==> config.mk <==
export PLATFORM = sky130hd
export DESIGN_NAME = byte_alu
export DESIGN_NICKNAME = d
export VERILOG_FILES = /design/src/rtl/byte_alu_pkg.sv /design/src/rtl/byte_alu_addsub.sv /design/src/rtl/byte_alu_logic.sv /design/src/rtl/byte_alu_shift.sv /design/src/rtl/byte_alu.sv
export SDC_FILE = /design/constraint.sdc
export NUM_CORES = 1
export LEC_CHECK = 0
export CELL_PAD_IN_SITES_DETAIL_PLACEMENT = 0
export CELL_PAD_IN_SITES_GLOBAL_PLACEMENT = 1
export CORE_UTILIZATION = 40
export DETAILED_ROUTE_END_ITERATION = 10
export GPL_ROUTABILITY_DRIVEN = 0
export GPL_TIMING_DRIVEN = 0
export PLACE_DENSITY = 0.91
export SYNTH_ARGS = -nofsm -noshare
export SYNTH_HDL_FRONTEND = slang
export SYNTH_SLANG_ARGS = --single-unit
==> constraint.sdc <==
create_clock -name vclk -period 21.2
set_clock_uncertainty 0.2 [all_clocks]
set_input_delay 4.24 -clock vclk [all_inputs]
set_output_delay 4.24 -clock vclk [all_outputs]
set_load 0.02 [all_outputs]
==> src/rtl/byte_alu_pkg.sv <==
`timescale 1ns/1ps
package byte_alu_pkg;
  localparam int OP_W   = 5;
  localparam int FLAG_N = 6;

  // flag vector bit positions
  localparam int FL_C = 0;
  localparam int FL_Z = 1;
  localparam int FL_N = 2;
  localparam int FL_V = 3;
  localparam int FL_S = 4;
  localparam int FL_H = 5;

  typedef enum logic [OP_W-1:0] {
    OP_ADD  = 5'd0,
    OP_ADC  = 5'd1,
    OP_SUB  = 5'd2,
    OP_SBC  = 5'd3,
    OP_CMP  = 5'd4,
    OP_CPC  = 5'd5,
    OP_AND  = 5'd6,
    OP_OR   = 5'd7,
    OP_XOR  = 5'd8,
    OP_COM  = 5'd9,
    OP_NEG  = 5'd10,
    OP_INC  = 5'd11,
    OP_DEC  = 5'd12,
    OP_LSL  = 5'd13,
    OP_LSR  = 5'd14,
    OP_ROL  = 5'd15,
    OP_ROR  = 5'd16,
    OP_ASR  = 5'd17,
    OP_SWAP = 5'd18
  } alu_op_e;

  localparam logic [FLAG_N-1:0] MASK_ALL   = 6'b111111;
  localparam logic [FLAG_N-1:0] MASK_ZNVS  = 6'b011110;
  localparam logic [FLAG_N-1:0] MASK_ZCNVS = 6'b011111;
endpackage

==> src/rtl/byte_alu_addsub.sv <==
`timescale 1ns/1ps
module byte_alu_addsub #(
  parameter int DATA_W = 8
) (
  input  logic [DATA_W-1:0] x_i,
  input  logic [DATA_W-1:0] y_i,
  input  logic              sub_i,   // 1: x - y - bin, 0: x + y + cin
  input  logic              cb_i,    // carry-in or borrow-in
  output logic [DATA_W-1:0] sum_o,
  output logic              cy_o,    // carry out (add) / borrow out (sub)
  output logic              half_o,  // carry from low half / borrow into high half
  output logic              ovf_o
);
  localparam int HALF = DATA_W / 2;

  logic [DATA_W-1:0] y_eff;
  logic [DATA_W:0]   chain;

  assign y_eff    = sub_i ? ~y_i : y_i;
  assign chain[0] = sub_i ? ~cb_i : cb_i;

  for (genvar i = 0; i < DATA_W; i++) begin : g_rip
    assign sum_o[i]   = x_i[i] ^ y_eff[i] ^ chain[i];
    assign chain[i+1] = (x_i[i] & y_eff[i]) | ((x_i[i] ^ y_eff[i]) & chain[i]);
  end

  assign cy_o   = sub_i ? ~chain[DATA_W] : chain[DATA_W];
  assign half_o = sub_i ? ~chain[HALF]   : chain[HALF];
  assign ovf_o  = chain[DATA_W-1] ^ chain[DATA_W];

  always_comb begin

    sum_match_chk: assert ({chain[DATA_W], sum_o} ==
                           ({1'b0, x_i} + {1'b0, y_eff} + {{DATA_W{1'b0}}, chain[0]}));
  end
endmodule

==> src/rtl/byte_alu_logic.sv <==
`timescale 1ns/1ps
module byte_alu_logic
  import byte_alu_pkg::*;
#(
  parameter int DATA_W = 8
) (
  input  alu_op_e           op_i,
  input  logic [DATA_W-1:0] a_i,
  input  logic [DATA_W-1:0] b_i,
  output logic [DATA_W-1:0] res_o
);
  always_comb begin
    case (op_i)
      OP_AND:  res_o = a_i & b_i;
      OP_OR:   res_o = a_i | b_i;
      OP_XOR:  res_o = a_i ^ b_i;
      OP_COM:  res_o = ~a_i;
      default: res_o = '0;
    endcase

    and_subset_chk: assert (op_i != OP_AND || (res_o & ~a_i) == '0);

    com_fill_chk: assert (op_i != OP_COM || (res_o ^ a_i) == {DATA_W{1'b1}});
  end
endmodule

==> src/rtl/byte_alu_shift.sv <==
`timescale 1ns/1ps
module byte_alu_shift
  import byte_alu_pkg::*;
#(
  parameter int DATA_W = 8
) (
  input  alu_op_e           op_i,
  input  logic [DATA_W-1:0] a_i,
  input  logic              cin_i,
  output logic [DATA_W-1:0] res_o,
  output logic              cout_o,
  output logic              half_o
);
  localparam int HALF = DATA_W / 2;

  logic fill_lo, fill_hi;

  always_comb begin
    fill_lo = (op_i == OP_ROL) ? cin_i : 1'b0;
    case (op_i)
      OP_ROR:  fill_hi = cin_i;
      OP_ASR:  fill_hi = a_i[DATA_W-1];
      default: fill_hi = 1'b0;
    endcase
    res_o  = '0;
    cout_o = 1'b0;
    half_o = 1'b0;
    case (op_i)
      OP_LSL, OP_ROL: begin
        res_o  = {a_i[DATA_W-2:0], fill_lo};
        cout_o = a_i[DATA_W-1];
        half_o = a_i[HALF-1];
      end
      OP_LSR, OP_ROR, OP_ASR: begin
        res_o  = {fill_hi, a_i[DATA_W-1:1]};
        cout_o = a_i[0];
      end
      OP_SWAP: res_o = {a_i[HALF-1:0], a_i[DATA_W-1:HALF]};
      default: ;
    endcase

    rot_ones_chk: assert (!(op_i == OP_ROL || op_i == OP_ROR) ||
                          $countones({res_o, cout_o}) == $countones({a_i, cin_i}));

    swap_ones_chk: assert (op_i != OP_SWAP || $countones(res_o) == $countones(a_i));
  end
endmodule

==> src/rtl/byte_alu.sv <==
`timescale 1ns/1ps
module byte_alu
  import byte_alu_pkg::*;
#(
  parameter int DATA_W = 8
) (
  input  logic [OP_W-1:0]   op_code,
  input  logic [DATA_W-1:0] opnd_a,
  input  logic [DATA_W-1:0] opnd_b,
  input  logic              carry_in,
  input  logic              zero_in,
  output logic [DATA_W-1:0] result,
  output logic              result_we,
  output logic [FLAG_N-1:0] flags_out,
  output logic [FLAG_N-1:0] flags_we
);
  alu_op_e op_e;
  assign op_e = alu_op_e'(op_code);

  // adder/subtractor operand steering
  logic [DATA_W-1:0] as_x, as_y, as_sum;
  logic              as_sub, as_cb, as_cy, as_half, as_ovf;

  always_comb begin
    as_x   = opnd_a;
    as_y   = opnd_b;
    as_sub = 1'b0;
    as_cb  = 1'b0;
    case (op_e)
      OP_ADC:         as_cb = carry_in;
      OP_SUB, OP_CMP: as_sub = 1'b1;
      OP_SBC, OP_CPC: begin as_sub = 1'b1; as_cb = carry_in; end
      OP_NEG:         begin as_x = '0; as_y = opnd_a; as_sub = 1'b1; end
      OP_INC:         as_y = DATA_W'(1);
      OP_DEC:         begin as_y = DATA_W'(1); as_sub = 1'b1; end
      default: ;
    endcase
  end

  byte_alu_addsub #(.DATA_W(DATA_W)) u_addsub (
    .x_i   (as_x),
    .y_i   (as_y),
    .sub_i (as_sub),
    .cb_i  (as_cb),
    .sum_o (as_sum),
    .cy_o  (as_cy),
    .half_o(as_half),
    .ovf_o (as_ovf)
  );

  logic [DATA_W-1:0] lg_res;
  byte_alu_logic #(.DATA_W(DATA_W)) u_logic (
    .op_i (op_e),
    .a_i  (opnd_a),
    .b_i  (opnd_b),
    .res_o(lg_res)
  );

  logic [DATA_W-1:0] sh_res;
  logic              sh_c, sh_h;
  byte_alu_shift #(.DATA_W(DATA_W)) u_shift (
    .op_i  (op_e),
    .a_i   (opnd_a),
    .cin_i (carry_in),
    .res_o (sh_res),
    .cout_o(sh_c),
    .half_o(sh_h)
  );

  logic              f_c, f_z, f_n, f_v, f_s, f_h;
  logic              chain_z;
  logic [FLAG_N-1:0] mask;
  logic [DATA_W-1:0] res;
  logic              we;

  always_comb begin
    res     = '0;
    we      = 1'b0;
    mask    = '0;
    f_c     = 1'b0;
    f_h     = 1'b0;
    f_v     = 1'b0;
    chain_z = (op_e == OP_SBC) || (op_e == OP_CPC);
    case (op_e)
      OP_ADD, OP_ADC, OP_SUB, OP_SBC, OP_NEG: begin
        res = as_sum; f_c = as_cy; f_h = as_half; f_v = as_ovf;
        mask = MASK_ALL; we = 1'b1;
      end
      OP_CMP, OP_CPC: begin
        res = as_sum; f_c = as_cy; f_h = as_half; f_v = as_ovf;
        mask = MASK_ALL;
      end
      OP_INC, OP_DEC: begin
        res = as_sum; f_v = as_ovf; mask = MASK_ZNVS; we = 1'b1;
      end
      OP_AND, OP_OR, OP_XOR: begin
        res = lg_res; mask = MASK_ZNVS; we = 1'b1;
      end
      OP_COM: begin
        res = lg_res; f_c = 1'b1; mask = MASK_ZCNVS; we = 1'b1;
      end
      OP_LSL, OP_ROL: begin
        res = sh_res; f_c = sh_c; f_h = sh_h;
        f_v = sh_res[DATA_W-1] ^ sh_c;
        mask = MASK_ALL; we = 1'b1;
      end
      OP_LSR, OP_ROR, OP_ASR: begin
        res = sh_res; f_c = sh_c;
        f_v = sh_res[DATA_W-1] ^ sh_c;
        mask = MASK_ZCNVS; we = 1'b1;
      end
      OP_SWAP: begin
        res = sh_res; we = 1'b1;
      end
      default: ;
    endcase
    f_n = res[DATA_W-1];
    f_z = (res == '0) && (!chain_z || zero_in);
    f_s = f_n ^ f_v;

    result    = (op_e == OP_CMP || op_e == OP_CPC) ? '0 : res;
    result_we = we;
    flags_we  = mask;
    flags_out = {f_h, f_s, f_v, f_n, f_z, f_c} & mask;


    unmasked_zero_chk: assert ((flags_out & ~flags_we) == '0);

    sticky_z_chk: assert (!((op_e == OP_SBC || op_e == OP_CPC) && !zero_in) ||
                          !flags_out[FL_Z]);

    cmp_nowrite_chk: assert (!(op_e == OP_CMP || op_e == OP_CPC) || !result_we);

    swap_noflag_chk: assert (op_e != OP_SWAP || flags_we == '0);

    reserved_quiet_chk: assert (op_code <= 5'd18 ||
                                (flags_we == '0 && !result_we && result == '0));
  end
endmodule

; Word level (Yosys, flattened, before mapping)
; Index checks and enable logic that the tools add are counted.
; Widths: inputs -> output; s select.
[classes]
eq_ne = 18
mux = 20
bitwise_logic = 52
n_reduce_logical = 21
[op_table]
columns = op, n
row1 = $pmux 8 s3, 2
row2 = $eq 5x4->1 const B, 8
row3 = $pmux 8 s4, 1
row4 = $mux 8, 3
row5 = $eq 5x3->1 const B, 4
row6 = $xor 1x1->1, 19
row7 = $pmux 6 s3, 1
row8 = $reduce_or 9->1, 2
row9 = $reduce_or 17->1, 1
row10 = $and 1x1->1, 16
row11 = $not 8->8, 2
row12 = $pmux 8 s2, 1
row13 = $eq 5x5->1 const B, 3
row14 = $reduce_or 6->1, 2
row15 = $eq 5x2->1 const B, 2
row16 = $reduce_or 5->1, 2
row17 = $and 8x8->8, 1
row18 = $logic_not 8->1, 1
row19 = $or 1x1->1, 8
row20 = $or 8x8->8, 1
row21 = $pmux 1 s2, 4
row22 = $reduce_or 4->1, 2
row23 = $xor 8x8->8, 1
row24 = $mux 1, 7
row25 = other kinds (11), 17
[totals]
regBits = 0
input_bits = 23
out_inout_bits = 21
wordCells = 111

; Longest topological paths before layout
; Gate-level depths: netlist of run 1.
[logic_depth]
depth_word = 26
ltp_mapped = 21
depth_no_buf = 20

; By module
; From an unflattened synthesis of run 1, not the netlist that was laid out.
[unflattened]
hier_cells = 237
area_unflattened_um2 = 1736.7
[modules_own_cells]
columns = mod, instances, cells_each, area_each_um2, seq_area_each_um2
row1 = byte_alu, 1, 101, 633.1, 0.0
row2 = byte_alu_logic, 1, 74, 520.5, 0.0
row3 = byte_alu_addsub, 1, 37, 336.6, 0.0
row4 = byte_alu_shift, 1, 25, 246.5, 0.0

; Least setup slack after synthesis of run 1
; OpenSTA, ideal clock, no wires.
[synth_path]
path_kind = input to output
startpoint = input port op_code[4]
endpoint = output port flags_out[1]
t_arrival_ps = 9793
required_time_ps = 16760
setup_slack_ps = 6967
path_stages = 21
path_buffers = 1
cell_sequence = buf_4 or3b_1 nor3_1 a21oi_1 a21bo_1 o22ai_1 a21oi_1 fa_1 fa_1 fa_1 fa_1 fa_1 fa_1 fa_1 inv_1 fa_1 inv_1 o211ai_1 nor2_1 nand4_1 nor3_2
[synth_via]
elab_chain_cells = 25
elab_cells_between_ends = 87
cone_classes = eq/ne: 18 / mux: 12 / bitwise: 40 / reduce/logical: 17
[synth_lines]
columns = element, line
row1 = start: declaration, byte_alu.sv:7  ; input logic [OP_W-1:0] op_code,
row2 = $eq 5x4->1, "byte_alu.sv:29, byte_alu.sv:84"
row3 = $reduce_or 2->1 (no line), -
row4 = $pmux 8 s2, byte_alu.sv:29  ; case (op_e)
row5 = $not 8->8, byte_alu_addsub.sv:19  ; assign y_eff = sub_i ? ~y_i : y_i;
row6 = $mux 8, byte_alu_addsub.sv:19
row7 = $xor 1x1->1, "byte_alu_addsub.sv:23, byte_alu_addsub.sv:24"
row8 = $and 1x1->1, byte_alu_addsub.sv:24  ; assign chain[i+1] = (x_i[i] & y_eff[i]) | ((x_i[i] ^ y_eff[i]) & chain[i]);
row9 = $or 1x1->1, byte_alu_addsub.sv:24
row10 = [... 9 more ...], -
row11 = $or 1x1->1, byte_alu_addsub.sv:24
row12 = $and 1x1->1, byte_alu_addsub.sv:24
row13 = $or 1x1->1, byte_alu_addsub.sv:24
row14 = $xor 1x1->1, byte_alu_addsub.sv:23  ; assign sum_o[i] = x_i[i] ^ y_eff[i] ^ chain[i];
row15 = $pmux 8 s3, byte_alu.sv:84  ; case (op_e)
row16 = $logic_not 8->1, byte_alu.sv:118  ; f_z = (res == '0) && (!chain_z || zero_in);
row17 = $logic_and 1x1->1, byte_alu.sv:118
row18 = $and 6x6->6 *, byte_alu.sv:124  ; flags_out = {f_h, f_s, f_v, f_n, f_z, f_c} & mask;
row19 = end: declaration, byte_alu.sv:14  ; output logic [FLAG_N-1:0] flags_out,
; Every way passes the cells marked *; elsewhere a longest branch is shown, timed or not.

; Final worst setup path of run 1
[layout_path]
startpoint = input port op_code[2]
endpoint = output port flags_out[1]
; The elaborated chain is that of the path after synthesis.

==> results of run 1 <==
kinds of logic after synthesis:
family	share of synthesized area (%)
buf+inv	11.2
fa+ha+maj	21.0
xor+xnor	5.10
mux	3.21
simple gates	29.2
compound gates	30.3
worst max-delay path, stage by stage:
cell	delay, ns
clkdlybuf4s50_1	0.55
buf_6	0.22
nor3b_1	0.34
nand2_1	0.31
a21oi_1	0.31
nand2_1	0.08
o21ai_1	0.11
a21oi_1	0.11
fa_1	0.44
fa_1	0.44
fa_1	0.46
fa_1	0.57
fa_1	0.49
fa_1	0.47
fa_1	0.48
inv_1	0.10
fa_1	0.38
inv_1	0.06
o211ai_1	0.11
nor2_1	0.32
nand4_1	0.17
nor3_2	0.18
clkdlybuf4s50_1	0.61
synthesized netlist by cell type (all sizes together), types with 2 or more instances:
cell | n | share of area (%)
o22ai | 3 | 1.1
or3 | 2 | 0.73
a221oi | 3 | 1.5
o21ai | 12 | 3.5
fa | 8 | 9.3
a31oi | 2 | 0.73
and2 | 2 | 0.87
or3b | 2 | 1.0
mux2 | 4 | 2.6
inv | 21 | 4.6
o31ai | 2 | 1.7
nand4 | 2 | 0.73
buf | 15 | 5.9
nor3 | 7 | 2.6
a211oi | 3 | 1.3
a32oi | 2 | 1.0
nor2 | 27 | 6.2
o211a | 2 | 1.2
xnor2 | 7 | 3.6
clkbuf | 3 | 0.66
and3 | 4 | 1.5
nor4b | 2 | 1.4
a22oi | 9 | 4.2
nor3b | 3 | 1.3
a22o | 2 | 1.5
o2bb2ai | 2 | 1.0
nor2b | 8 | 2.9
nand2b | 3 | 1.1
o211ai | 4 | 1.7
nand3 | 3 | 0.87
xor2 | 3 | 1.5
nand2 | 23 | 5.0
a21oi | 11 | 3.2
o2111a | 3 | 2.0
ha | 16 | 12
worst max-delay path by stage:
stage	depth (start not counted)	endpoint	slack, ns	startpoint
after floorplan	21	flags_out[1]	6.97	op_code[4]
after global routing	23	flags_out[1]	4.71	op_code[2]
after global placement	23	flags_out[1]	5.22	op_code[2]
final	23	flags_out[1]	5.19	op_code[2]
after CTS	23	flags_out[1]	5.19	op_code[2]
after detailed placement	23	flags_out[1]	5.21	op_code[2]
metal layers:
layer  part of all wire (%)  wire length [um]  vias to the layer above
met5                      0                 0                        -
met1                     45              2510                      910
met4                    1.5                86                        0
met2                     45              2520                       86
li1                       -                 -                      953
met3                    8.4               468                        8
cell usage in the layout (no fill, tap or decap), types with 3 or more instances in the layout:
| cell | n |
|---|---|
| nand3_1 | 3 |
| a22oi_1 | 8 |
| o21ai_1 | 3 |
| buf_2 | 6 |
| mux2_2 | 4 |
| a221oi_1 | 3 |
| o2111a_1 | 3 |
| xnor2_1 | 7 |
| nor3_1 | 5 |
| a21oi_1 | 11 |
| clkdlybuf4s50_1 | 42 |
| nand2_1 | 23 |
| and3_1 | 4 |
| fa_1 | 8 |
| xor2_1 | 3 |
| inv_1 | 20 |
| nand2b_1 | 3 |
| ha_1 | 16 |
| nor2_1 | 25 |
| clkbuf_1 | 3 |
| nor2b_1 | 8 |
| o22ai_1 | 3 |
| nor3b_1 | 3 |
| buf_4 | 6 |
| o211ai_1 | 4 |
| a211oi_1 | 3 |
| o21ai_0 | 9 |
where the power goes:
group | internal, mW | leakage (nW) | switching (mW)
Sequential | 0 | 0 | 0
Clock | 0 | 0 | 0
Combinational | 0.0296 | 0.933 | 0.0354
metrics by stage:
step | hold WS (ns) | power [mW] | worst slack (ns) | util, %
4_1_cts | 9.21 | 0.0649 | 5.19 | 54.2
3_3_place_gp | 9.22 | 0.0641 | 5.22 | 54.2
2_1_floorplan | 8.49 | 0.0401 | 6.97 | -
5_1_grt | 9.24 | 0.0713 | 4.71 | 54.2
3_5_place_dp | 9.21 | 0.0643 | 5.21 | 54.2
6_report | 9.21 | 0.0650 | 5.19 | 54.2
area by class of cell:
cell class         count  area [um^2]
fillers              405         1860
multi-input cells    200         1530
inverters             21         78.8
well taps             50         62.6
plain buffers         18          113
repair buffers        42          420
==> metrics.md, run 1 <==
| Metric | Value |
|---|---|
| Hold Buf Count CTS | 0 |
| Distinct cells, synth | 61 |
| Finished Cell Area | 2200 um^2 |
| Met2 Use GR | between 40% and 50% |
| Core footprint | 4060 um^2 |
| Wirelength per Cell | 16.9 um |
| Num ports | 44 |
| First-pass GRT wire length | 8.67 mm |
| Clk_buf instances | 0 |
| Seq/Total Area, Yosys | 0% |
| Final setup fails | 0 |
| Die width | 67.5 um |
| Slew Viols, Final | 0 |
| CP Launch Type | input pin |
| Vias in the first global route | approximately 1700 |
| Power per Cell Area | 29.5 nW/um^2 |
| Final global-route overflow total | 0 |
| Diode count | 0 |
| DP Cell Count | 331 |
| DRT Wirelength | around 5.6 mm |
| WHS Endpoint | flags_out[0] |
| Initial antenna violation count | 0 |
| Post-DP Area | 2200 um^2 |
| Fin cells | 331 |
| Initial DRC Count | 165 |
| Reg area | 0 um^2 |
| Crit share post-route | 75.5% |
| # DRC | 0 |
| Crit Path Max Fanout | 10 |
| Final Hold Viols | 0 |
| Critical setup path kind | in2out |
| Pin count of the biggest net entering global routing | 11 |
| Share of layout cells above drive strength 1 | between 10% and 20% |
| Final min period | 16.01 ns |
| First-pass DRT Iterations | 5 |
| Hold/Removal Path Class | in2out |
| Routed Antenna Nets | 0 |
| CTS resizes | 0 |
| Max VDD drop | 0.0000179 V |
| DPL Wire Length | 4.19 mm |
| Slew margin rel. | 44.0% |
| Die Ht | 67.5 um |
| Avg Cell Area, Syn | 7.18 um^2 |
| Worst hold stages | 4 |
| Met1 Track Usage GR | between 30% and 40% |
| Post-CTS Setup Inserts | 0 |
| GRT Total Usage | 25.3% |
| Post-Route Setup TNS | 0 ns |
| Mapped Area | 1720 um^2 |
| Outcome | complete, no violations |
| Worst Setup End Kind | primary output |
| Final-stage net count | 330 |
| Die area | 4560 um^2 |
| Starting density of the core | about 42% |
| Sequential cells | 0 |
| Number of core rows | 23 |
| Least-Margin Pin Slew | 0.837 ns |
| RSZ-0062 raised after global routing | false |
| FMAX | between 60 and 70 MHz |
| Max Cap Violations | 0 |
| Via count | 1957 |
| Port-buffer cells | 42 |
| Global route hottest layer | met2 |
| Post-synthesis cell count | 239 |
| Synth warnings | 0 |
| Worst EP arrival | approximately 12 ns |
| Pleak | 0.933 nW |
| Worst Hold Launch | op_code[4] |
| Met3 usage | 1.52% |
| Synthesized Nets | 286 |
| CP required | 16.76 ns |
| Vias per cell | around 6 |
| Area grow syn2layout | 28.1% |
(Power assumes the default switching activity.)
==> inputs of run 2 (changes only) <==
--- a/config.mk
+++ b/config.mk
@@ -7,11 +7,11 @@
 export LEC_CHECK = 0
 export CELL_PAD_IN_SITES_DETAIL_PLACEMENT = 0
 export CELL_PAD_IN_SITES_GLOBAL_PLACEMENT = 1
-export CORE_UTILIZATION = 40
+export CORE_UTILIZATION = 34
 export DETAILED_ROUTE_END_ITERATION = 10
 export GPL_ROUTABILITY_DRIVEN = 0
 export GPL_TIMING_DRIVEN = 0
-export PLACE_DENSITY = 0.91
+export PLACE_DENSITY = 0.82
 export SYNTH_ARGS = -nofsm -noshare
 export SYNTH_HDL_FRONTEND = slang
 export SYNTH_SLANG_ARGS = --single-unit
==> constraint.sdc (replaced) <==
create_clock -name vclk -period 14.55
set_clock_uncertainty 0.2 [all_clocks]
set_input_delay 2.91 -clock vclk [all_inputs]
set_output_delay 2.91 -clock vclk [all_outputs]
set_load 0.02 [all_outputs]
==> run 2 against run 1 <==
  * Combinational power up 46%
  * Wire length up 2.9%
  * First-iteration DRC count up 24%
  * Via count up 0.46%
==> metrics.md, run 2 (synthesized netlist as in run 1, its figures left out) <==
| Metric | Value |
|---|---|
| Clk_buf instances | 0 (unchanged) |
| Commonest non-fill, non-tap cell in the layout | clkdlybuf4s50_1 |
| CP Launch Type | input pin |
| Worst EP arrival | 10.24 ns (-1.33 ns) |
| Wirelength per Cell | 16.5 um (-2.1%) |
| Final Hold Viols | 0 (unchanged) |
| GRT Total Usage | 22.2% (-3.1 points) |
| Number of core rows | 25 (+8.7%) |
| Overall power | 0.0949 mW (+46%) |
| Die Ht | 73.1 um (+8.2%) |
| Commonest cells after routing, fill and taps aside | clkdlybuf4s50_1, nor2_1, nand2_1 |
| Port-buffer cells | 42 (unchanged) |
| Share of layout cells above drive strength 1 | 10.7% (unchanged) |
| Die width | 73.1 um (+8.2%) |
| Final-stage net count | 330 (unchanged) |
| Pin count of the biggest net entering global routing | 11 (unchanged) |
| Final setup fails | 0 (unchanged) |
| Critical setup path kind | in2out |
| Sw power | 0.0518 mW (+46%) |
| Hold Buf Count CTS | 0 (unchanged) |
| Sw frac | 54.6% (+0.14 points) |
| Final min period | 13.35 ns |
| Die area | 5340 um^2 (+17%) |
| Routed Antenna Nets | 0 (unchanged) |
| Outcome | complete, no violations |
| FMAX | approximately 75 MHz |
| Slew Viols, Final | 0 (unchanged) |
| Max VDD drop | 0.0000223 V (+25%) |
| Worst slack at placement | 1.26 ns (-3.94 ns) |
| First-pass GRT wire length | 9.16 mm (+5.6%) |
| Crit share post-route | around 90% |
| Vias per cell | 5.65 (-4.4%) |
| Post-Route Setup TNS | 0 ns (unchanged) |
| # DRC | 0 (unchanged) |
| Crit path cell chain | clkdlybuf4s50_1 -> buf_6 -> nor3b_1 -> nand2_1 -> a21oi_1 -> nand2_1 -> o21ai_1 -> a21oi_1 -> fa_1 -> fa_1 -> fa_1 -> fa_1 -> fa_1 -> fa_1 -> fa_1 -> inv_1 -> fa_1 -> inv_1 -> o211ai_1 -> nor2_1 -> nand4_1 -> nor3_2 -> clkdlybuf4s50_1 |
| First-pass DRT Iterations | 5 (unchanged) |
| CTS resizes | 0 (unchanged) |
| Initial antenna violation count | 0 (unchanged) |
| Diode count | 0 (unchanged) |
| RSZ-0062 raised after global routing | false |
| Slew margin rel. | 43.6% (-0.36 points) |
| Power per Cell Area | 42.7 nW/um^2 (+45%) |
| Worst Setup End Kind | primary output |
| Via count | 1966 (+0.46%) |
| CP peak stage delay | 0.62 ns (about the same) |
| Vias in the first global route | 1776 (+3.8%) |
| CP most frequent cell | fa_1 |
| CP required | 11.44 ns (-5.32 ns) |
| Starting density of the core | 35.9% (-6.4 points) |
| Initial DRC Count | 204 (+24%) |
| Combinational share of power | 100.0% (about the same) |
| Num ports | 44 (unchanged) |
| Hold/Removal Path Class | in2out |
| Pleak | 0.933 nW (unchanged) |
| Worst Slack Setup Final | 1.20 ns (-3.99 ns) |
| Clock Power Share | 0% (unchanged) |
| Seq pwr share | 0% (unchanged) |
| DRT Wirelength | 5.75 mm (+2.9%) |
| Sequential cells | 0 (unchanged) |
| Area grow syn2layout | 29.4% |
| Final global-route overflow total | 0 (unchanged) |
| Reg area | 0 um^2 (unchanged) |
| Crit Path Max Fanout | 10 (unchanged) |
| Internal cell power | 0.0431 mW (+46%) |
| Max Cap Violations | 0 (unchanged) |
| Slowest cell on the critical path | clkdlybuf4s50_1 |
| Core footprint | 4790 um^2 (+18%) |
| Least-Margin Pin Slew | 0.844 ns (+0.00685 ns) |
| DPL Wire Length | 4.40 mm (+4.9%) |
| Post-CTS Setup Inserts | 0 (unchanged) |
## run 2: layout make-up
type                            count  area [um^2]
Fill cell                         503         2560
Tap cell                           67         83.8
Inverter                           21         78.8
Multi-Input combinational cell    200         1530
Timing Repair Buffer               42          420
Buffer                             18          113
## run 2: stage by stage
step	hold slack, ns	utilization [%]	area (um^2)	instances
floorplan	5.83	-	1720	239
global placement	6.55	46.4	2220	348
detailed placement	6.54	46.4	2220	348
CTS	6.55	46.4	2220	348
global route	6.61	46.4	2220	348
finish	6.56	46.4	2220	348
## run 2: per-layer routing
| metal | global-route usage [%] | up-vias | part of all wire, % | wire length (um) |
|---|---|---|---|---|
| met1 | 32.0 | 924 | 46 | 2660 |
| met5 | 0 | - | 0 | 0 |
| met4 | 2.61 | 0 | 0.73 | 42 |
| met2 | 36.6 | 83 | 46 | 2630 |
| met3 | 2.07 | 4 | 7.1 | 408 |
| li1 | - | 955 | - | - |
## run 2: path summary, 6_finish.rpt
kind,startpoint,end,cells past startpoint
worst max-delay path,op_code[2],flags_out[1],23
worst min-delay path,op_code[4],flags_out[0],4
## run 2: power by group through the flow
stage / Clock, mW / Sequential, mW / Combinational, mW
finish: 0 / 0 / 0.0949
global route: 0 / 0 / 0.104
CTS: 0 / 0 / 0.0949
detailed placement: 0 / 0 / 0.0941
global placement: 0 / 0 / 0.0938
floorplan: 0 / 0 / 0.0585
## run 2: worst max-delay path: cells and delay by family
kind	cells	cell delay, ns
buffers and inverters	5	1.54
adder cells (fa/ha/maj)	8	3.75
AO/OA/AOI/OAI	4	0.65
AND/OR/NAND/NOR	6	1.37
==> inputs of run 3 (changes only) <==
--- a/config.mk
+++ b/config.mk
@@ -9,7 +9,7 @@
 export CELL_PAD_IN_SITES_GLOBAL_PLACEMENT = 1
 export CORE_UTILIZATION = 34
 export DETAILED_ROUTE_END_ITERATION = 10
-export GPL_ROUTABILITY_DRIVEN = 0
+export GPL_ROUTABILITY_DRIVEN = 1
 export GPL_TIMING_DRIVEN = 0
 export PLACE_DENSITY = 0.82
 export SYNTH_ARGS = -nofsm -noshare
==> results of run 3 <==
No change in the layout: final DEF, timing and power equal those of run 2.
